## config.mk

```make
export PLATFORM = sky130hd
export DESIGN_NAME = smem_ctrl
export DESIGN_NICKNAME = d
export VERILOG_FILES = /design/src/rtl/smem_pkg.sv /design/src/rtl/smem_tickgen.sv /design/src/rtl/smem_shifter.sv /design/src/rtl/smem_regs.sv /design/src/rtl/smem_ctrl.sv
export SDC_FILE = /design/constraint.sdc
export NUM_CORES = 1
export LEC_CHECK = 0
export CORE_ASPECT_RATIO = 1.1
export CORE_MARGIN = 4
export CORE_UTILIZATION = 45
export DETAILED_ROUTE_END_ITERATION = 10
export PLACE_DENSITY_LB_ADDON = 0.25
export REMOVE_ABC_BUFFERS = 1
export SYNTH_ARGS = -nofsm -noshare
export SYNTH_HDL_FRONTEND = slang
export SYNTH_SLANG_ARGS = --single-unit
```

## constraint.sdc

```tcl
create_clock -name clk -period 3.2 [get_ports clk]
set_input_delay 0.64 -clock clk [delete_from_list [all_inputs] [get_ports clk]]
set_output_delay 0.64 -clock clk [all_outputs]
set_load 0.03 [all_outputs]
```

## src/rtl/smem_pkg.sv

```systemverilog
// Package: shared types and constants for the serial memory controller.
// Assumes a 32-bit bus data path; other widths are module parameters.
package smem_pkg;

    localparam int DW = 32;             // bus data width, four byte lanes
    localparam logic [7:0] OP_READ = 8'h03;
    localparam logic [7:0] OP_FAST = 8'h0B;

    // register index, taken from address bits 3:2
    localparam logic [1:0] RIDX_CFG  = 2'd0;
    localparam logic [1:0] RIDX_SWC  = 2'd1;
    localparam logic [1:0] RIDX_SWD  = 2'd2;
    localparam logic [1:0] RIDX_STAT = 2'd3;

    typedef enum logic [1:0] {
        SQ_IDLE  = 2'd0,
        SQ_LOAD  = 2'd1,
        SQ_SHIFT = 2'd2,
        SQ_GUARD = 2'd3
    } seq_state_t;

endpackage

```

## src/rtl/smem_tickgen.sv

```systemverilog
// Module: serial clock tick generator.
// While enabled, emits a one-cycle tick every PRESC+1 system clocks; each tick
// is one serial half period. The counter restarts from zero whenever the
// enable drops, so the first tick always comes PRESC+1 clocks after enabling.
module smem_tickgen #(
    parameter int PRESC_W = 8
) (
    input  logic               clk,
    input  logic               rst_n,
    input  logic               en,
    input  logic [PRESC_W-1:0] presc,
    output logic               tick
);

    logic [PRESC_W-1:0] cnt_q;

    // tick whenever the running count reaches the prescaler value
    assign tick = en && (cnt_q == presc);

    // divider counter, cleared while disabled
    always_ff @(posedge clk) begin
        if (!rst_n || !en) begin
            cnt_q <= '0;
        end else if (cnt_q == presc) begin
            cnt_q <= '0;
        end else begin
            cnt_q <= cnt_q + 1'b1;
        end
    end

endmodule

```

## src/rtl/smem_shifter.sv

```systemverilog
// Module: one-byte serial shift engine, mode 0.
// A start pulse loads a byte and puts its top bit on the data-out line with the
// clock low. Each following tick alternates a rising edge (sample input) and a
// falling edge (advance output). After 16 ticks the byte is done, the clock is
// low, and the received byte is available. Assumes start is only given when idle.
module smem_shifter (
    input  logic       clk,
    input  logic       rst_n,
    input  logic       start,
    input  logic [7:0] tx_byte,
    input  logic       tick,
    input  logic       miso,
    output logic       busy,
    output logic       done,
    output logic [7:0] rx_byte,
    output logic       sclk,
    output logic       mosi
);

    logic [7:0] tx_q;
    logic [7:0] rx_q;
    logic [3:0] edge_cnt;
    logic       busy_q;
    logic       done_q;
    logic       sclk_q;

    assign busy    = busy_q;
    assign done    = done_q;
    assign rx_byte = rx_q;
    assign sclk    = sclk_q;
    assign mosi    = tx_q[7];

    // bit sequencing: rising edges sample, falling edges shift out
    always_ff @(posedge clk) begin
        if (!rst_n) begin
            tx_q     <= '0;
            rx_q     <= '0;
            edge_cnt <= '0;
            busy_q   <= 1'b0;
            done_q   <= 1'b0;
            sclk_q   <= 1'b0;
        end else begin
            done_q <= 1'b0;
            if (start) begin
                tx_q     <= tx_byte;
                edge_cnt <= '0;
                busy_q   <= 1'b1;
                sclk_q   <= 1'b0;
            end else if (busy_q && tick) begin
                if (!edge_cnt[0]) begin
                    sclk_q <= 1'b1;
                    rx_q   <= {rx_q[6:0], miso};
                end else begin
                    sclk_q <= 1'b0;
                    tx_q   <= {tx_q[6:0], 1'b0};
                    if (edge_cnt == 4'd15) begin
                        busy_q <= 1'b0;
                        done_q <= 1'b1;
                    end
                end
                edge_cnt <= edge_cnt + 1'b1;
            end
        end
    end

endmodule

```

## src/rtl/smem_regs.sv

```systemverilog
// Module: control and status registers.
// Holds the prescaler, per-bank two-byte-address and fast-read bits, the last
// software command written (for readback) and the sticky transfer-done bit.
// The software data register lives in the sequencer; its value comes in here
// only for the read mux. Writes are single-cycle strobes from the sequencer.
module smem_regs #(
    parameter int NUM_BANKS = 4,
    parameter int PRESC_W   = 8,
    parameter int PRESC_RST = 3
) (
    input  logic                     clk,
    input  logic                     rst_n,
    input  logic                     wr_en,
    input  logic [1:0]               sel,
    input  logic [smem_pkg::DW-1:0]  wdata,
    input  logic [smem_pkg::DW-1:0]  sw_data,
    input  logic                     done_set,
    output logic [PRESC_W-1:0]       presc,
    output logic [NUM_BANKS-1:0]     two_byte,
    output logic [NUM_BANKS-1:0]     fast,
    output logic                     done,
    output logic                     done_clr,
    output logic [smem_pkg::DW-1:0]  rd_val
);
    import smem_pkg::*;

    localparam int CFG_W = PRESC_W + 2 * NUM_BANKS;
    localparam int SWC_W = 13;

    logic [PRESC_W-1:0]   presc_q;
    logic [NUM_BANKS-1:0] twob_q;
    logic [NUM_BANKS-1:0] fast_q;
    logic [SWC_W-1:0]     swc_q;
    logic                 done_q;

    assign presc    = presc_q;
    assign two_byte = twob_q;
    assign fast     = fast_q;
    assign done     = done_q;
    assign done_clr = wr_en && (sel == RIDX_STAT) && wdata[0];

    // configuration and command readback registers
    always_ff @(posedge clk) begin
        if (!rst_n) begin
            presc_q <= PRESC_W'(PRESC_RST);
            twob_q  <= '0;
            fast_q  <= '0;
            swc_q   <= '0;
        end else if (wr_en) begin
            if (sel == RIDX_CFG) begin
                presc_q <= wdata[PRESC_W-1:0];
                twob_q  <= wdata[PRESC_W +: NUM_BANKS];
                fast_q  <= wdata[PRESC_W+NUM_BANKS +: NUM_BANKS];
            end
            if (sel == RIDX_SWC) begin
                swc_q <= wdata[SWC_W-1:0];
            end
        end
    end

    // sticky done bit: set by the sequencer, cleared by a write of one
    always_ff @(posedge clk) begin
        if (!rst_n) begin
            done_q <= 1'b0;
        end else if (done_set) begin
            done_q <= 1'b1;
        end else if (done_clr) begin
            done_q <= 1'b0;
        end
    end

    // register read mux
    always_comb begin
        rd_val = '0;
        case (sel)
            RIDX_CFG:  rd_val[CFG_W-1:0] = {fast_q, twob_q, presc_q};
            RIDX_SWC:  rd_val[SWC_W-1:0] = swc_q;
            RIDX_SWD:  rd_val            = sw_data;
            default:   rd_val[0]         = done_q;
        endcase
    end

endmodule

```

## src/rtl/smem_ctrl.sv

```systemverilog
// Module: memory-mapped serial memory controller (top).
// Decodes bus requests into register accesses, memory reads and software
// transfers. A memory read or software transfer is run as a list of bytes
// indexed by a counter; the byte to send is computed from the index (command,
// address bytes, dummy, data lanes). After the last byte the chip select is
// released and held high for one serial period before completion.
// Assumes the master holds bus_req until it sees the one-cycle bus_ready.
module smem_ctrl #(
    parameter int NUM_BANKS  = 4,
    parameter int BUS_AW     = 32,
    parameter int DEV_ADDR_W = 24,
    parameter int PRESC_W    = 8,
    parameter int PRESC_RST  = 3
) (
    input  logic                    clk,
    input  logic                    rst_n,
    input  logic                    bus_req,
    input  logic                    bus_write,
    input  logic [BUS_AW-1:0]       bus_addr,
    input  logic [1:0]              bus_size,
    input  logic [smem_pkg::DW-1:0] bus_wdata,
    output logic [smem_pkg::DW-1:0] bus_rdata,
    output logic                    bus_ready,
    output logic                    spi_sclk,
    output logic                    spi_mosi,
    input  logic                    spi_miso,
    output logic [NUM_BANKS-1:0]    spi_cs_n,
    output logic                    irq
);
    import smem_pkg::*;

    localparam int BSEL_W     = (NUM_BANKS > 1) ? $clog2(NUM_BANKS) : 1;
    localparam int SWC_BANK_L = 8;
    localparam int SWC_CNT_L  = SWC_BANK_L + BSEL_W;
    localparam int MAX_SW_CNT = 4;

    seq_state_t            st_q;
    logic                  j_sw;
    logic [BSEL_W-1:0]     j_bank;
    logic [7:0]            j_cmd;
    logic [DEV_ADDR_W-1:0] j_addr;
    logic [1:0]            j_alen;
    logic [3:0]            j_hdr;
    logic [3:0]            j_total;
    logic [3:0]            idx_q;
    logic                  g_cnt_q;
    logic [DW-1:0]         dreg_q;
    logic [DW-1:0]         rdata_q;
    logic                  ready_q;
    logic                  rd_ack_q;
    logic [NUM_BANKS-1:0]  cs_q;

    logic [PRESC_W-1:0]    cfg_presc;
    logic [NUM_BANKS-1:0]  cfg_twob;
    logic [NUM_BANKS-1:0]  cfg_fast;
    logic                  sts_done;
    logic                  done_clr;
    logic [DW-1:0]         reg_rd;

    logic                  accept;
    logic                  reg_space;
    logic                  reg_wr;
    logic                  done_set;
    logic                  tick;
    logic                  tick_en;
    logic                  sh_start;
    logic                  sh_busy;
    logic                  sh_done;
    logic [7:0]            sh_rx;
    logic [7:0]            tx_byte;
    logic [1:0]            lane;
    logic [1:0]            asel;
    logic [BSEL_W-1:0]     rd_bank;
    logic [BSEL_W-1:0]     sw_bank;
    logic [2:0]            sw_cnt;
    logic [2:0]            rd_nbytes;
    logic [1:0]            rd_alen;

    assign bus_ready = ready_q;
    assign bus_rdata = rdata_q;
    assign spi_cs_n  = cs_q;
    assign irq       = sts_done;

    // request decode: accepted only when idle and not in the ack cycle
    assign accept    = (st_q == SQ_IDLE) && bus_req && !ready_q;
    assign reg_space = bus_addr[BUS_AW-1];
    assign reg_wr    = accept && reg_space && bus_write;
    assign done_set  = (st_q == SQ_GUARD) && tick && g_cnt_q && j_sw;
    assign tick_en   = sh_busy || (st_q == SQ_GUARD);
    assign sh_start  = (st_q == SQ_LOAD);

    // request field extraction for new jobs
    always_comb begin
        rd_bank   = bus_addr[DEV_ADDR_W +: BSEL_W];
        sw_bank   = bus_wdata[SWC_BANK_L +: BSEL_W];
        sw_cnt    = (bus_wdata[SWC_CNT_L +: 3] > 3'(MAX_SW_CNT)) ?
                    3'(MAX_SW_CNT) : bus_wdata[SWC_CNT_L +: 3];
        rd_alen   = cfg_twob[rd_bank] ? 2'd2 : 2'd3;
        case (bus_size)
            2'd0:    rd_nbytes = 3'd1;
            2'd1:    rd_nbytes = 3'd2;
            default: rd_nbytes = 3'd4;
        endcase
    end

    // outgoing byte for the current index
    always_comb begin
        lane = 2'(idx_q - j_hdr);
        asel = j_alen - idx_q[1:0];
        if (idx_q == 4'd0) begin
            tx_byte = j_cmd;
        end else if (idx_q <= {2'b00, j_alen}) begin
            tx_byte = j_addr[8*asel +: 8];
        end else if (idx_q < j_hdr) begin
            tx_byte = 8'h00;
        end else begin
            tx_byte = dreg_q[8*lane +: 8];
        end
    end

    // job sequencer: start, byte stepping, release gap and completion
    always_ff @(posedge clk) begin
        if (!rst_n) begin
            st_q     <= SQ_IDLE;
            j_sw     <= 1'b0;
            j_bank   <= '0;
            j_cmd    <= '0;
            j_addr   <= '0;
            j_alen   <= '0;
            j_hdr    <= '0;
            j_total  <= '0;
            idx_q    <= '0;
            g_cnt_q  <= 1'b0;
            dreg_q   <= '0;
            rdata_q  <= '0;
            ready_q  <= 1'b0;
            rd_ack_q <= 1'b0;
            cs_q     <= '1;
        end else begin
            ready_q  <= 1'b0;
            rd_ack_q <= 1'b0;
            case (st_q)
                SQ_IDLE: begin
                    if (accept && reg_space) begin
                        ready_q <= 1'b1;
                        rdata_q <= reg_rd;
                        if (bus_write && bus_addr[3:2] == RIDX_SWD) begin
                            dreg_q <= bus_wdata;
                        end
                        if (bus_write && bus_addr[3:2] == RIDX_SWC) begin
                            j_sw    <= 1'b1;
                            j_bank  <= sw_bank;
                            j_cmd   <= bus_wdata[7:0];
                            j_alen  <= 2'd0;
                            j_hdr   <= 4'd1;
                            j_total <= 4'd1 + {1'b0, sw_cnt};
                            idx_q   <= '0;
                            cs_q    <= ~(NUM_BANKS'(1) << sw_bank);
                            st_q    <= SQ_LOAD;
                        end
                    end else if (accept && bus_write) begin
                        ready_q <= 1'b1;
                    end else if (accept) begin
                        j_sw    <= 1'b0;
                        j_bank  <= rd_bank;
                        j_cmd   <= cfg_fast[rd_bank] ? OP_FAST : OP_READ;
                        j_addr  <= bus_addr[DEV_ADDR_W-1:0];
                        j_alen  <= rd_alen;
                        j_hdr   <= 4'd1 + {2'b00, rd_alen} + {3'b000, cfg_fast[rd_bank]};
                        j_total <= 4'd1 + {2'b00, rd_alen} + {3'b000, cfg_fast[rd_bank]}
                                   + {1'b0, rd_nbytes};
                        idx_q   <= '0;
                        dreg_q  <= '0;
                        cs_q    <= ~(NUM_BANKS'(1) << rd_bank);
                        st_q    <= SQ_LOAD;
                    end
                end
                SQ_LOAD: begin
                    st_q <= SQ_SHIFT;
                end
                SQ_SHIFT: begin
                    if (sh_done) begin
                        if (idx_q >= j_hdr) begin
                            dreg_q[8*lane +: 8] <= sh_rx;
                        end
                        if (idx_q == j_total - 4'd1) begin
                            cs_q    <= '1;
                            g_cnt_q <= 1'b0;
                            st_q    <= SQ_GUARD;
                        end else begin
                            idx_q <= idx_q + 1'b1;
                            st_q  <= SQ_LOAD;
                        end
                    end
                end
                default: begin
                    if (tick) begin
                        if (g_cnt_q) begin
                            st_q <= SQ_IDLE;
                            if (!j_sw) begin
                                ready_q  <= 1'b1;
                                rd_ack_q <= 1'b1;
                                rdata_q  <= dreg_q;
                            end
                        end else begin
                            g_cnt_q <= 1'b1;
                        end
                    end
                end
            endcase
        end
    end

    smem_regs #(
        .NUM_BANKS (NUM_BANKS),
        .PRESC_W   (PRESC_W),
        .PRESC_RST (PRESC_RST)
    ) u_regs (
        .clk      (clk),
        .rst_n    (rst_n),
        .wr_en    (reg_wr),
        .sel      (bus_addr[3:2]),
        .wdata    (bus_wdata),
        .sw_data  (dreg_q),
        .done_set (done_set),
        .presc    (cfg_presc),
        .two_byte (cfg_twob),
        .fast     (cfg_fast),
        .done     (sts_done),
        .done_clr (done_clr),
        .rd_val   (reg_rd)
    );

    smem_tickgen #(
        .PRESC_W (PRESC_W)
    ) u_tick (
        .clk   (clk),
        .rst_n (rst_n),
        .en    (tick_en),
        .presc (cfg_presc),
        .tick  (tick)
    );

    smem_shifter u_shift (
        .clk     (clk),
        .rst_n   (rst_n),
        .start   (sh_start),
        .tx_byte (tx_byte),
        .tick    (tick),
        .miso    (spi_miso),
        .busy    (sh_busy),
        .done    (sh_done),
        .rx_byte (sh_rx),
        .sclk    (spi_sclk),
        .mosi    (spi_mosi)
    );

endmodule

```

Word-level counts from Yosys, hierarchy flattened
Cells that the tools add are included.

word-level totals
  flip-flop bits (word level) = 180
  input port bits = 71
  output and inout bits = 40
  word-level logic and storage cells = 223

operators by class
  $lt $le $gt $ge = 5
  bitwise operators = 10
  equal/unequal tests = 22
  reduce and logical (&&, ||, !) cells = 52
  shift-type cells = 6
  add/subtract/negate cells = 11
  multiplexer cells = 92

operators by type and width
  operator                 count
  $mux 32                  10
  $pmux 32 s2              2
  $mux 4                   21
  $mux 8                   10
  $pmux 12 s3              1
  $neg 5->34               1
  $shift 8x34->32 const A  1
  $shiftx 8x34->32         1
  $bwmux 32                1
  $shiftx 32x6->8          1
  $mux 2                   12
  $reduce_and 6->1         4
  $shiftx 24x6->8          1
  $mux 1                   23
  $reduce_bool 2->1        9
  $mux 16                  1
  $pmux 4 s2               2
  $logic_and 1x1->1        14
  $pmux 3 s2               2
  $reduce_and 4->1         3
  $ne 3x2->1 const B       3
  $add 4x1->4 const B      2
  $add 8x1->8 const B      1
  $eq 2x2->1 const B       4
  36 further kinds         68

Longest topological paths before layout
Gate-level depths: netlist of run 1.

  depth after elaboration = 9
  depth in mapped cells = 13

Cells and area by module
From an unflattened synthesis of run 1, not the netlist that was laid out.

unflattened totals
  cells, all modules = 1020
  area, all modules = 9590.4 µm²

by module, submodules not included
  module        instances  area each (µm²)  cells each
  smem_ctrl     1          6557.5           708
  smem_regs     1          1626.6           176
  smem_shifter  1          939.7            91
  smem_tickgen  1          466.7            45

Worst setup path before layout of run 1
No wires, ideal clock.

  kind = register to register
  start = register idx_q[0]
  end = register dreg_q[10]
  buffers on the path = 1
  data required time = 3141 ps
  slack = 21 ps
  library setup time = 59 ps
  arrival time = 3120 ps
  stages on the path, launching flop included = 13
  cells stage by stage = dfxtp_1 -> inv_1 -> ha_1 -> inv_1 -> fa_1 -> clkbuf_1 -> inv_1 -> ha_1 -> nand2b_1 -> nor4_1 -> a22oi_1 -> nand2_1 -> o221a_2

between the ends
  word-level cells in the longest chain between the ends = 7
  elaborated cells on any way between the ends = 11
  those cells by class = add/sub: 2; order compare: 1; eq/ne: 1; shift: 2; mux: 4; reduce/logical: 1

RTL lines
  what                                                        RTL line          RTL
  start, declared                                             smem_ctrl.sv:45   logic [3:0] idx_q;
  start signal, assigned                                      smem_ctrl.sv:191  idx_q <= idx_q + 1'b1;
  $sub 2x2->2                                                 smem_ctrl.sv:108  lane = 2'(idx_q - j_hdr);
  $neg 5->34                                                  smem_ctrl.sv:184  dreg_q[8*lane +: 8] <= sh_rx;
  $shiftx 8x34->32 / $shift 8x34->32 (equally long branches)  smem_ctrl.sv:184
  $bwmux 32                                                   smem_ctrl.sv:184
  $mux 32                                                     smem_ctrl.sv:183  if (idx_q >= j_hdr) begin
  $mux 32                                                     smem_ctrl.sv:182  if (sh_done) begin
  $pmux 32 s2                                                 smem_ctrl.sv:142  case (st_q)
  end signal, assigned                                        smem_ctrl.sv:148  dreg_q <= bus_wdata;
  end signal, assigned by index                               smem_ctrl.sv:184
  end, declared                                               smem_ctrl.sv:47   logic [DW-1:0] dreg_q;

Several ways; a longest one is shown, not always the timed one. The select of a mux whose other input is x is not followed.
A chain may end at the register's enable or synchronous reset.

Worst setup path after layout of run 1
  start = input port bus_addr[24]
  end = register j_total[2]

between the ends
  word-level cells in the longest chain between the ends = 9
  elaborated cells on any way between the ends = 11
  those cells by class = add/sub: 3; mux: 8

RTL lines
  what                          RTL line          RTL
  start, declared               smem_ctrl.sv:19   input logic [BUS_AW-1:0] bus_addr,
  $bmux 1 s2                    smem_ctrl.sv:98   rd_alen = cfg_twob[rd_bank] ? 2'd2 : 2'd3;
  $mux 1 (not written as such)  smem_ctrl.sv:98
  $mux 1                        smem_ctrl.sv:98
  $add 1x2->3                   smem_ctrl.sv:170  j_total <= 4'd1 + {2'b00, rd_alen} + {3'b000, cfg_fast[rd_bank]}
  $add 3x1->4 (*)               smem_ctrl.sv:170
  $add 4x3->4 (*)               smem_ctrl.sv:171  + {1'b0, rd_nbytes};
  $mux 4 (*)                    smem_ctrl.sv:163  end else if (accept) begin
  $mux 4 (*)                    smem_ctrl.sv:161  end else if (accept && bus_write) begin
  $mux 4 (*)                    smem_ctrl.sv:144  if (accept && reg_space) begin
  end signal, assigned          smem_ctrl.sv:156  j_total <= 4'd1 + {1'b0, sw_cnt};
  end signal, assigned          smem_ctrl.sv:170
  end, declared                 smem_ctrl.sv:44   logic [3:0] j_total;

Mark *: on every way between the ends. The rest lies on a longest branch, timed or not. The select of a mux whose other input is x is not followed.

==> qor.yml, run 1 <==
run_status:
  status: "finished, final reports clean"
sta:
  slew_viol_final: 0
  finalClockSkew_ns: 0.00971
  fmax_mhz: 346
  hold_viol_final: 0
  max_slew_margin: 0.507
  rsz0062_at_grt: "false"
  setup_violations: 0
  setup_ws_ns: 0.309
  period_needed_ns: 2.89
  tns_ns: 0
  tightest_slew_ns: 0.728
  timing.final.crit_share: 0.903
floorplan:
  rows: 54
  start_util: 0.456
  coreArea_um2: 19800
  io_pins: 111
  die_y_um: 157
  dieWidth_um: 143
  die_area_um2: 22400
setup_path:
  ff2ff_path_depth: 12
  cp-start-kind: "primary input"
  arrival_ns: 3.20
  critical-path-max-stage-delay_ns: 0.61
  worstSetupPathType: "primary input to flop"
  cp.depth: 10
  cp_num_buf_inv: 3
  required_ns: 3.51
  crit_family: "adder cells"
  slowest_stage: "clkdlybuf4s50_1"
  endpoint_kind: "flop"
  crit_chain: "clkdlybuf4s50_1 > mux4_2 > ha_1 > inv_1 > ha_1 > inv_1 > fa_1 > xnor2_1 > a211oi_1 > nor3_1"
  path_max_fanout: 3
power:
  ir_worst_vdd_mv: 0.399
  power.static_leakage_uw: 0.00398
  clkPwrFrac: 0.358
  powerDensity_nw_per_um2: 535
  seq_power_share: 0.433
  power.switching_uw: 1870
  switching_share: 0.317
  intPower_uw: 4010
  combPwrFrac: 0.209
  p_total_uw: 5880
grt:
  grt_first_pass_wirelength_mm: 42.9
  grt_usage: 0.244
  grt_max_degree: 49
  antenna_found_initial: 0
  gr-total-overflow: 0
  grt_pass1_vias: 7979
drt:
  wire_per_inst_um: 19.0
  num_vias: 8226
  postRouteWirelength_mm: 27.0
  drt-initial-drc-count: 639
  ant_nets: 0
  firstDrtPassIters: 5
  drc: 0
  via_per_inst: 5.78
synthesis:
  synth_seq_area_share: 0.395
  ys.flop_type: "dfxtp_1"
  synth-warning-count: 0
  async_flop_share: 0
  synth_cell_types: 69
  ys_seq_elements: 178
  synth_edf_count: 0
  synth.cell_area_um2: 9020
  synth.avg_cell_area_um2: 8.53
  syn_inst: 1058
finish:
  finalNonFillerCells: 1424
  antenna_cells: 0
  drive_above_1_share: 0.108
  fin_area_um2: 11000
  syn2layout_area_growth_pct: 21.8
  fill_cells: 1853
  final_nets: 1256
cts:
  root_buffer: "clkbuf_16"
  clkTransAtPathRegs_ns: 0.07
  cts_setup_buffers: 0
  clk_latency_ns: 0.44
  htree_levels: 4
  cts_tree: "built"
  clockBufferDepth: 2
  cts_num_sinks: 178
  cts_buffers: 17
  holdBufCountCts: 0
  cts_resized: 0
placed_design:
  place_ws_ns: -0.128
  dp_cells: 1392
  globalplace.congestion: 0.950
  placed_cell_area_um2: 10400
  portBuffers: 105
  dp_hpwl_mm: 20.0
run:
  cap_violations: 0
worst_hold_path:
  min_path_type: "flop to flop"
  hold_depth: 2
[area by class of cell]
cell class / count / area, um2 / share of cell area
Multi-Input combinational cell: 767 / 4930 / 0.448
Inverter: 36 / 138 / 0.0125
Tap cell: 252 / 315 / 0.0287
Clock inverter: 13 / 140 / 0.0127
Clock buffer: 19 / 443 / 0.0403
Sequential cell: 178 / 3560 / 0.324
Timing Repair Buffer: 159 / 1460 / 0.133
[worst register-to-register path, cell delays in order (launching register included)]
cell      delay (ns)
dfxtp_1         0.31
inv_1           0.12
ha_1            0.16
inv_1           0.05
fa_1            0.69
inv_1           0.13
ha_1            0.21
nand2b_1        0.18
nor4_1          0.35
buf_4           0.23
a22oi_1         0.08
nand2_1         0.11
o221a_2         0.19
[stage by stage]
| stage | hold slack, ns | utilization |
|---|---|---|
| CTS | 0.457 | 0.555 |
| floorplan | 0.429 | - |
| global placement | 0.442 | 0.526 |
| global route | 0.474 | 0.555 |
| finish | 0.456 | 0.555 |
| detailed placement | 0.447 | 0.526 |
[synth_stat cells (5+ instances only)]
library cell,count,area share
a31oi_1,6,0.0042
clkbuf_1,58,0.024
nand3_1,30,0.017
clkbuf_8,8,0.012
nor2_1,44,0.018
nand2_1,193,0.080
nor3b_1,5,0.0042
nand4_1,21,0.015
dfxtp_1,178,0.39
xor2_1,14,0.014
xnor2_1,11,0.011
mux2i_1,41,0.045
ha_1,24,0.033
o221a_2,8,0.010
and2_1,6,0.0042
o21ai_0,27,0.015
a221oi_1,14,0.014
nor3_1,13,0.0072
a22oi_1,32,0.027
inv_1,33,0.014
a211oi_1,42,0.035
a21oi_1,126,0.070
mux4_2,10,0.025
o31ai_1,11,0.0092
nand3b_1,17,0.014
nor2b_1,9,0.0062
o31ai_2,9,0.012
[power groups by stage]
stage	logic, uW	clock network [uW]	registers [uW]
floorplan	717	0	2560
global placement	1200	0	2590
detailed placement	1220	0	2590
CTS	1220	2130	2540
global route	1340	2230	2560
finish	1230	2100	2550
[registers in the layout, summed over array words and instances (netlist names), 8 cells and up]
register and flops:
u_regs.swc_q 13, u_regs.presc 8, u_shift.tx_q 8, u_tick.cnt_q 8, u_shift.rx_byte 8, bus_rdata 32, j_addr 24, dreg_q 32
j_cmd 8
[path summary, 6_finish.rpt]
| path | slack (ns) | start | to |
|---|---|---|---|
| max | 0.31 | bus_addr[24] | j_total[2]$_SDFFE_PN0P_ |
| min | 0.46 | j_addr[14]$_SDFFE_PN0P_ | j_addr[14]$_SDFFE_PN0P_ |
| max reg2reg | 0.35 | idx_q[0]$_SDFFE_PN0P_ | dreg_q[13]$_SDFFE_PN0P_ |
| min reg2reg | 0.46 | j_addr[14]$_SDFFE_PN0P_ | j_addr[14]$_SDFFE_PN0P_ |
[per-layer routing]
layer	GRT usage	wire length, um	up-vias
met2	0.409	13300	264
met3	0.0397	1570	51
met4	0.0887	765	0
li1	-	-	4019
met1	0.318	11400	3892
met5	0	0	-
[cells in the final DEF (no fill, tap or decap), types with 14 or more instances in the layout]
master / synthesis / final
nand4_1: 21 / 21
o21ai_0: 27 / 27
a22oi_1: 32 / 32
mux2i_1: 41 / 41
inv_1: 33 / 33
nand3b_1: 17 / 17
nand3_1: 30 / 30
clkbuf_16: 0 / 17
a21oi_1: 126 / 125
clkdlybuf4s50_1: 0 / 104
xor2_1: 14 / 14
a211oi_1: 42 / 42
a221oi_1: 14 / 14
dfxtp_1: 178 / 178
nand2_1: 193 / 193
nor2_1: 44 / 44
ha_1: 24 / 24
buf_4: 2 / 53
[cell families (layout without fill, tap and decap cells)]
| kind of cell | after synthesis | count (layout) | share of synthesized area |
|---|---|---|---|
| simple gates | 367 | 367 | 0.193 |
| compound gates | 297 | 297 | 0.219 |
| flops | 178 | 178 | 0.395 |
| buf+inv | 113 | 227 | 0.0598 |
| mux | 52 | 52 | 0.0717 |
| fa+ha+maj | 26 | 26 | 0.0377 |
| xor+xnor | 25 | 25 | 0.0243 |
Power figures use the tool's default switching activity.
==> inputs of run 2 (changes only) <==
Settings changed: ABC_AREA set to 1.
Clock period 3.2 ns to 3.5 ns, I/O delays scaled along.
==> run 2 against run 1 <==
Die area increased by 3.6%. Power increased by 50%. Sequential power is 4% higher. Clock-buffer cell count stayed put. Global-route usage fell by 1.8 points. Via count grew 12%. Final cell count grew 24%. Area after synthesis grew 3.8%. Core utilization is 0.63 points lower. Critical path type unchanged. Critical endpoint is now j_total[1]$_SDFFE_PN0P_. Largest cell class unchanged. Highest routed layer unchanged.
==> qor.yml, run 2 <==
drt:
  postRouteWirelength_mm: 27.0
  drc: 0
  num_vias: 9241
  drt-initial-drc-count: 845
  wire_per_inst_um: 15.2
  ant_nets: 0
  via_per_inst: 5.22
  firstDrtPassIters: 5
cts:
  cts_resized: 0
  cts_setup_buffers: 0
  clk_latency_ns: 0.44
  clockBufferDepth: 2
  cts_tree: "built"
  root_buffer: "clkbuf_16"
  clkTransAtPathRegs_ns: 0.07
  cts_num_sinks: 178
  cts_buffers: 17
  holdBufCountCts: 0
  htree_levels: 4
sta:
  slew_viol_final: 0
  tns_ns: 0
  tightest_slew_ns: 0.903
  max_slew_margin: 0.398
  finalClockSkew_ns: 0.00874
  setup_violations: 0
  fmax_mhz: 325
  timing.final.crit_share: 0.880
  hold_viol_final: 0
  period_needed_ns: 3.08
  rsz0062_at_grt: "false"
synthesis:
  synth_cell_types: 43
  synth-warning-count: 0
  yosysTopAreaCellShare: 0.380
  ys_seq_elements: 178
  synth.avg_cell_area_um2: 6.60
  synth_edf_count: 0
  async_flop_share: 0
  syn_inst: 1420
  yosysMostFrequentCell: "nand2_1"
  ys.flop_type: "dfxtp_1"
  synthTopCellsByCount: "nand2_1, nor2_1, dfxtp_1"
  synth.cell_area_um2: 9370
  synth_area_leader_cell: "dfxtp_1"
  synth.area.top_cells: "dfxtp_1, nand2_1, o21ai_0, nor2_1, inv_1"
  synth_seq_area_share: 0.380
floorplan:
  die_y_um: 159
  rows: 55
  die_area_um2: 23200
  io_pins: 111
  start_util: 0.457
  dieWidth_um: 146
  coreArea_um2: 20500
grt:
  grt_usage: 0.227
  grt_pass1_vias: 8333
  antenna_found_initial: 1
  grt_first_pass_wirelength_mm: 42.8
  gr-total-overflow: 0
  grt_max_degree: 94
finish:
  finalNonFillerCells: 1772
  final_nets: 1600
  post-route-util: 0.549
  antenna_cells: 0
  final_common_cell: "nand2_1"
  fill_cells: 2061
  layout_common_cells: "nand2_1, nor2_1, dfxtp_1"
  drive_above_1_share: 0.0646
  syn2layout_area_growth_pct: 20.2
power:
  combPwrFrac: 0.466
  switching_share: 0.436
  power.switching_uw: 3840
  intPower_uw: 4970
  power.static_leakage_uw: 0.00467
  seq_power_share: 0.302
  p_total_uw: 8810
  ir_worst_vdd_mv: 0.445
  powerDensity_nw_per_um2: 783
  clkPwrFrac: 0.232
placed_design:
  globalplace.congestion: 0.908
  portBuffers: 105
  dp_hpwl_mm: 19.6
  dp_cells: 1740
setup_path:
  endpoint_kind: "flop"
  slowest_stage: "clkdlybuf4s50_1"
  required_ns: 3.87
  cp-start-kind: "primary input"
  crit_chain: "clkdlybuf4s50_1 > inv_1 > nor2_1 > nand2_1 > nand2_1 > a221oi_1 > buf_4 > inv_1 > ha_1 > inv_1 > ha_1 > inv_1 > fa_1 > or2_2 > a31oi_1"
  path_max_fanout: 4
  critical-path-max-stage-delay_ns: 0.48
  arrival_ns: 3.44
  worstSetupPathType: "primary input to flop"
  critPathMostFrequentCell: "inv_1"
run:
  cap_violations: 0
worst_hold_path:
  min_path_type: "flop to flop"
run_status:
  status: "finished, final reports clean"
## run 2: cell types whose count changed after synthesis, moves of 12 or more
| cell | before | now |
|---|---|---|
| nand3_1 | 30 | 83 |
| buf_2 | 3 | 15 |
| a22oi_1 | 32 | 0 |
| nor2_1 | 44 | 185 |
| mux2i_1 | 41 | 0 |
| nand2_1 | 193 | 323 |
| a211oi_1 | 42 | 1 |
| o21ai_0 | 27 | 147 |
| nand3b_1 | 17 | 0 |
| inv_1 | 33 | 166 |
| nand4_1 | 21 | 6 |
| clkbuf_1 | 58 | 40 |
## run 2: metal layers
layer / track usage / vias up / part of all wire
met4: 0.0898 / 0 / 0.028
met3: 0.0330 / 53 / 0.052
met5: 0 / - / 0
met2: 0.379 / 288 / 0.47
li1: - / 4744 / -
met1: 0.296 / 4156 / 0.45
## run 2: stage by stage
stage	hold slack (ns)	instance area (um2)	setup slack (ns)
3_5_place_dp	0.446	10600	-0.00239
4_1_cts	0.456	11300	0.439
5_1_grt	0.477	11300	0.252
3_3_place_gp	0.439	10600	0.0577
2_1_floorplan	0.423	9070	0.548
6_report	0.454	11300	0.422
## run 2: worst paths after layout
path                              to  depth (start not counted)  slack, ns                     from
min reg2reg  j_addr[21]$_SDFFE_PN0P_                          2       0.45  j_addr[21]$_SDFFE_PN0P_
min          j_addr[21]$_SDFFE_PN0P_                          2       0.45  j_addr[21]$_SDFFE_PN0P_
max reg2reg   dreg_q[9]$_SDFFE_PN0P_                         13       0.53    idx_q[0]$_SDFFE_PN0P_
max          j_total[1]$_SDFFE_PN0P_                         15       0.42             bus_addr[24]
## run 2: final cells by class
cell class	instances	area, um2	share of cell area
Tap cell	256	320	0.0285
Multi-Input combinational cell	997	4840	0.430
Timing Repair Buffer	131	1240	0.110
Clock buffer	19	453	0.0402
Clock inverter	13	173	0.0153
Sequential cell	178	3560	0.317
Inverter	178	668	0.0593
## run 2: power groups by stage
stage,clock (uW),sequential [uW],combinational [uW]
floorplan,0,3020,2360
global placement,0,2690,4020
detailed placement,0,2700,4060
CTS,2070,2660,4080
global route,2140,2700,4600
finish,2050,2660,4110
## run 2: cells by family (layout without fill, tap and decap cells)
family,Yosys count,count (layout),share of synthesized area
compound gates,319,319,0.181
xor+xnor,11,11,0.0103
fa+ha+maj,26,26,0.0363
buf+inv,245,341,0.103
flops,178,178,0.380
simple gates,641,641,0.289
## run 2: worst max-delay path: cells and delay by family
family	cells	cell delay, ns
buffers and inverters	6	0.92
adders and majority gates	3	0.87
and+or+nand+nor	4	0.48
AOI/OAI and AO/OA	2	0.47
